File: src/rtl/row_subsample_seq.sv
module row_subsample_seq #(
  parameter int ROW_BITS = 10
) (
  input  logic                clk,
  input  logic                rst,
  input  logic                frame_start,
  input  logic                advance,
  input  logic                sub_en,
  input  logic                swap12,
  input  logic                swap30,
  output logic [ROW_BITS-1:0] row_addr,
  output logic                row_valid,
  output logic                frame_end
);
  localparam int GRP_BITS = ROW_BITS - 2;

  logic [3:0]          keep_q;
  logic [ROW_BITS-1:0] row_q;
  logic                valid_q, end_q;

  function automatic logic [1:0] low_idx(input logic [3:0] m);
    if (m[0])      return 2'd0;
    else if (m[1]) return 2'd1;
    else if (m[2]) return 2'd2;
    else           return 2'd3;
  endfunction

  wire [3:0] base_m  = 4'b0011;
  wire [3:0] sw12_m  = swap12 ? {base_m[3], base_m[1], base_m[2], base_m[0]} : base_m;
  wire [3:0] sw30_m  = swap30 ? {sw12_m[0], sw12_m[2], sw12_m[1], sw12_m[3]} : sw12_m;
  wire [3:0] mode_m  = sub_en ? sw30_m : 4'hF;

  wire [1:0]          pos       = row_q[1:0];
  wire [GRP_BITS-1:0] grp       = row_q[ROW_BITS-1:2];
  wire [3:0]          upto      = (4'd2 << pos) - 4'd1;
  wire [3:0]          above     = keep_q & ~upto;
  wire                last_grp  = &grp;
  wire                at_last   = (above == 4'd0) && last_grp;
  wire [ROW_BITS-1:0] next_row  = (above != 4'd0) ? {grp, low_idx(above)}
                                                  : {grp + 1'b1, low_idx(keep_q)};

  always_ff @(posedge clk) begin
    if (rst) begin
      keep_q  <= 4'hF;
      row_q   <= '0;
      valid_q <= 1'b0;
      end_q   <= 1'b0;
    end else begin
      end_q <= 1'b0;
      if (frame_start) begin
        keep_q  <= mode_m;
        row_q   <= {{GRP_BITS{1'b0}}, low_idx(mode_m)};
        valid_q <= 1'b1;
      end else if (advance && valid_q) begin
        if (at_last) begin
          valid_q <= 1'b0;
          end_q   <= 1'b1;
        end else begin
          row_q <= next_row;
        end
      end
    end
  end

  assign row_addr  = row_q;
  assign row_valid = valid_q;
  assign frame_end = end_q;
endmodule

File: config.mk
export PLATFORM = sky130hd
export DESIGN_NAME = row_subsample_seq
export DESIGN_NICKNAME = d
export VERILOG_FILES = /design/src/rtl/row_subsample_seq.sv
export SDC_FILE = /design/constraint.sdc
export NUM_CORES = 1
export LEC_CHECK = 0
export CAP_MARGIN = 25
export CORE_ASPECT_RATIO = 1.4
export CORE_MARGIN = 5
export CORE_UTILIZATION = 30
export CTS_CLUSTER_SIZE = 20
export DETAILED_ROUTE_END_ITERATION = 6
export SETUP_SLACK_MARGIN = 0.5
export SYNTH_ARGS = -nofsm -noshare
export SYNTH_HDL_FRONTEND = slang
export SYNTH_SLANG_ARGS = --single-unit
File: constraint.sdc
create_clock -name clk -period 2.2 [get_ports clk]
set_input_delay 0.55 -clock clk [delete_from_list [all_inputs] [get_ports clk]]
set_output_delay 0.55 -clock clk [all_outputs]
set_load 0.02 [all_outputs]
# Yosys cells after proc, flatten, opt, wreduce, memory -nomap -nowiden
# Index checks and enable logic that the tools add are counted.
[classes]
add_sub_neg = 2
n_eq_ne = 1
n_shift = 1
mux = 20
bitwise_logic = 5
reduce_logical = 12
[op_table]
columns = ["op", "n"]
rows = [
  ["2-bit 2-to-1 mux", 10],
  ["8-bit by 1-bit adder with 8-bit output, second input constant", 1],
  ["4-bit 2-to-1 mux", 2],
  ["8-bit AND reduction", 1],
  ["1-bit 2-to-1 mux", 7],
  ["4-bit bitwise AND", 1],
  ["4-bit zero test", 1],
  ["4-bit NOT", 1],
  ["2-bit AND reduction", 2],
  ["2-bit nonzero test", 2],
  ["4-bit nonzero test", 1],
  ["2-bit by 2-bit left shift with 4-bit output, first input constant", 1],
  ["4-bit by 1-bit subtractor with 4-bit output, second input constant", 1],
  ["3-bit 2-to-1 mux", 1],
  ["1-bit NOT", 3],
  ["3-bit AND reduction", 1],
  ["3-bit OR reduction", 1],
  ["1-bit logical AND", 2],
  ["2-bit inequality test, second input constant", 1],
  ["2-bit OR reduction", 1],
]
[totals]
register_bits = 16
elab_cells = 46

# Longest topological paths before layout
[logic_depth]
ltp_word = 11
depth_mapped = 6
mapped_depth_nobuf = 5

# Worst setup path before layout
# No wires, ideal clock.
[synth_path]
path_kind = "flip-flop to flip-flop"
startpoint = "reg row_q[2], in the netlist row_addr[2]"
endpoint = "reg row_q[0], in the netlist row_addr[0]"
t_arrival_ps = 1680
slack_ps = 447
path_stages_with_launch = 6
period_less_slack_ps = 1753
path_cell_list = "dfxtp_1 -> ha_1 -> nand4_4 -> o311a_4 -> o221a_1 -> nor3_2"
[synth_via]
elab_chain_cells = 4
[synth_rtl]
columns = ["item", "line_no", "rtl"]
rows = [
  ["start, declared", "18", "logic [ROW_BITS-1:0] row_q;"],
  ["start signal, assigned", "52", "row_q <= {{GRP_BITS{1'b0}}, low_idx(mode_m)};"],
  ["start signal, assigned", "59", "row_q <= next_row;"],
  ["8-bit AND reduction", "37", "wire last_grp = &grp;"],
  ["1-bit logical AND", "38", "wire at_last = (above == 4'd0) && last_grp;"],
  ["2-bit inequality test (no line)", "n/a", ""],
  ["2-bit AND reduction (no line)", "n/a", ""],
]
# No other way between the ends.
# A chain may end at the register's enable or synchronous reset.

# Worst setup path in the final report
[layout_path]
startpoint = "reg row_q[4], in the netlist row_addr[4]"
endpoint = "reg row_q[0], in the netlist row_addr[0]"
# Same word-level chain as after synthesis.

==> flow_metrics.py <==
metrics = {
    "cells_and_area": {
        "number_of_fillers_in_the_final_layout": 279,
        "layout.cells.most_common": "sky130_fd_sc_hd__dlygate4sd2_1",
        "final-seq-area_um2": 329.1,
        "layout-drive-gt1-share_pct": 25.00,
        "area_delta_synth_final_pct": 37.17,
        "finish.net_count": 125,
        "most_used_cells_in_the_layout_excluding_fill_and_tap_cells": "sky130_fd_sc_hd__dlygate4sd2_1, sky130_fd_sc_hd__nor2_1, sky130_fd_sc_hd__dfxtp_1",
        "multi_input_area_um2": 536.8,
        "final_design_area_no_fill_mm2": 0.001164,
        "insertedDiodeCount": 0,
    },
    "global_route": {
        "grt_start_max_net_pins": 12,
        "grt_first_pass_wirelength_um": 3160,
        "grtUsageTotal_pct": 10.58,
        "grt_remaining_overflow": 0,
        "grt_pass1_vias": 745,
        "grt_antenna_before_repair": 0,
    },
    "logic_synthesis": {
        "seq_total_area_yosys_pct": 37.76,
        "synth_largest_type_area_fraction_pct": 37.76,
        "synth.avg_cell_area_um2": 9.122,
        "ys_top_cells_by_area": "sky130_fd_sc_hd__dfxtp_1, sky130_fd_sc_hd__xnor2_1, sky130_fd_sc_hd__nor2_1",
        "yosys_most_used_dff": "sky130_fd_sc_hd__dfxtp_1",
        "synth_fp_nets": 101,
        "ys_warn_count": 0,
        "async_flop_share_pct": 0,
        "synth_area_um2": 848.3,
        "ys_types": 37,
        "synth_edf_count": 0,
        "synth_area_leader_cell": "sky130_fd_sc_hd__dfxtp_1",
        "syn-instance-count": 93,
        "synth-seq-cells": 16,
    },
    "timing": {
        "fin_hold_ws_ps": 519.7,
        "totalNegativeSetupSlack_ps": 0,
        "final.setup_skew_ps": 0.4541,
        "min_period_ps": 1669,
        "report.final.hold_viol_count": 0,
        "worstMarginPinSlew_ps": 387.8,
        "layout_worst_path_cycle_share_pct": 75.86,
        "worst_slew_margin_rel_pct": 73.91,
        "setup_viol": 0,
        "timing_max_transition_violations_final": 0,
        "rsz0062_at_grt": "true",
        "achievable-frequency_ghz": 0.5992,
    },
    "cts": {
        "cts_hold_buf": 0,
        "clk_pin_slew_worst_paths_ps": 90,
        "cts_tree": "yes",
        "cts_root_cell": "sky130_fd_sc_hd__clkbuf_4",
        "cts-buffers-inserted": 3,
        "worst_skew_pair.late_latency_ps": 290,
        "htreeDepth": 1,
        "maximum_buffer_depth_of_the_clock_tree": 2,
        "clock_sinks": 16,
    },
    "critical_path": {
        "worst_path_max_delay_cell": "sky130_fd_sc_hd__o311a_4",
        "critical_path_class": "reg -> reg",
        "r2r_setup_slack_ps": 530,
        "critPathTopFamily": "compound AO/OA/AOI/OAI gates",
        "worst-path-max-fanout": 6,
        "number_of_cells_traversed_by_the_worst_register_to_register_path": 5,
        "worst_setup_path_start_kind": "flop",
        "beginning_of_the_worst_register_to_register_path": "row_addr[4]",
        "cp.buffers_inverters": 0,
        "cp.required_ps": 2420,
        "crit_path_cell_trace": "and4_4 > nand4_4 > o311a_4 > o221a_1 > nor3_2",
        "worst_path_largest_cell_delay_ps": 410,
        "arrival_ps": 1890,
        "worstReg2RegEnd": "row_addr[0]",
        "end_kind": "flop",
    },
    "place": {
        "gpl.final_weighted_congestion": 0.7802,
        "place_area_mm2": 0.001090,
        "io_buffers": 18,
    },
    "routing": {
        "drt_drc_violations_left": 0,
        "via_per_inst": 4.961,
        "dr_total_vias": 754,
        "drt-initial-drc-count": 24,
        "drt-pass1-iter-count": 4,
        "detail_route.wirelength_um": 1846,
        "ant_nets": 0,
        "wl_per_cell_um": 12.14,
    },
    "die": {
        "design.portCount": 19,
        "chipWidth_um": 54.94,
        "rows": 22,
        "die_y_um": 72.92,
        "die_area_mm2": 0.004006,
        "core_mm2": 0.002670,
        "initial_utilization_pct": 31.77,
    },
    "pwr": {
        "power.density_mw_per_mm2": 502.0,
        "power.leakage_nw": 0.4730,
        "worst_ir_drop_vdd_mv": 0.3833,
    },
    "min_path": {
        "hold-path-cell-count": 2,
        "holdCritPathClass": "reg -> reg",
        "min-delay-start": "row_valid",
        "hold_end": "row_valid",
    },
    "status": {
        "outcome": "completed",
    },
    "run": {
        "timing.max_cap.violations": 0,
    },
}
power breakdown:
group	total [mW]	switching [mW]	internal [mW]
clock network	0.197	0.0963	0.101
registers	0.304	0.00807	0.296
logic	0.0827	0.0436	0.0391
metrics by stage:
stage | instances | setup WS [ps] | utilization [%] | power (mW)
after CTS | 152 | 485.6 | 42.78 | 0.5900
after global placement | 147 | 61.42 | 40.82 | 0.3894
after detailed placement | 147 | 45.45 | 40.82 | 0.3904
final | 152 | 531.0 | 43.58 | 0.5841
after global routing | 152 | 466.6 | 43.58 | 0.6085
after floorplan | 93 | 501.2 | - | 0.3598
area by class of cell:
type                       instances  area share (%)
multi-input combinational         68           46.13
sequential                        16           28.28
timing repair buffer              22           16.67
tap                               36           3.871
clock buffer                       4           3.118
inverter                           6           1.935
repair_timing:
item | 4_1_cts | 5_1_grt
resized for setup | 18 | 6
pin swaps | 1 | 1
setup buffers | 1 | 0
endpoints found under the setup margin | 20 | 5
flip-flops by register name, summed over array words and instances (netlist names):
register   count
keep_q         4
frame_end      1
row_valid      1
row_addr      10
worst register-to-register path, delay by kind of cell (launching register included):
| kind | cells | cell delay [ps] |
|---|---|---|
| compound gates | 2 | 650 |
| flops | 1 | 390 |
| simple gates | 3 | 550 |
kinds of logic after synthesis:
group | synth area share, %
AND/OR/NAND/NOR | 30.09
AO/OA/AOI/OAI | 16.37
flip-flops | 37.76
buffers and inverters | 4.425
XOR/XNOR | 6.195
multiplexers | 3.687
adder cells (fa/ha/maj) | 1.475
metal layers:
metal / track usage, % / vias to the layer above / share of wire [%]
met3: 2.454 / 4 / 3.5
li1: - / 393 / -
met4: 4.054 / 0 / 1.6
met1: 12.38 / 342 / 43
met2: 18.03 / 15 / 52
met5: 0 / - / 0
synthesized netlist by cell type, types with 2 or more instances:
master,number
sky130_fd_sc_hd__a21oi_1,2
sky130_fd_sc_hd__clkbuf_1,2
sky130_fd_sc_hd__dfxtp_1,16
sky130_fd_sc_hd__inv_1,6
sky130_fd_sc_hd__mux2i_1,2
sky130_fd_sc_hd__nand2_1,3
sky130_fd_sc_hd__nand2b_1,5
sky130_fd_sc_hd__nand3_1,6
sky130_fd_sc_hd__nor2_1,10
sky130_fd_sc_hd__nor3_1,3
sky130_fd_sc_hd__nor4_1,4
sky130_fd_sc_hd__o21ai_0,2
sky130_fd_sc_hd__o22ai_1,3
sky130_fd_sc_hd__xnor2_1,6
worst max-delay path by stage:
stage	startpoint	endpoint	slack [ps]	depth (start not counted)
after floorplan	row_addr[6]	row_addr[0]	500	5
after global placement	advance	row_addr[7]	60	6
after detailed placement	advance	row_addr[3]	50	6
after CTS	row_addr[8]	row_addr[8]	490	1
after global routing	row_addr[4]	row_addr[0]	470	5
final	row_addr[4]	row_addr[0]	530	5
Note: power is estimated with default switching activity, not from simulation.
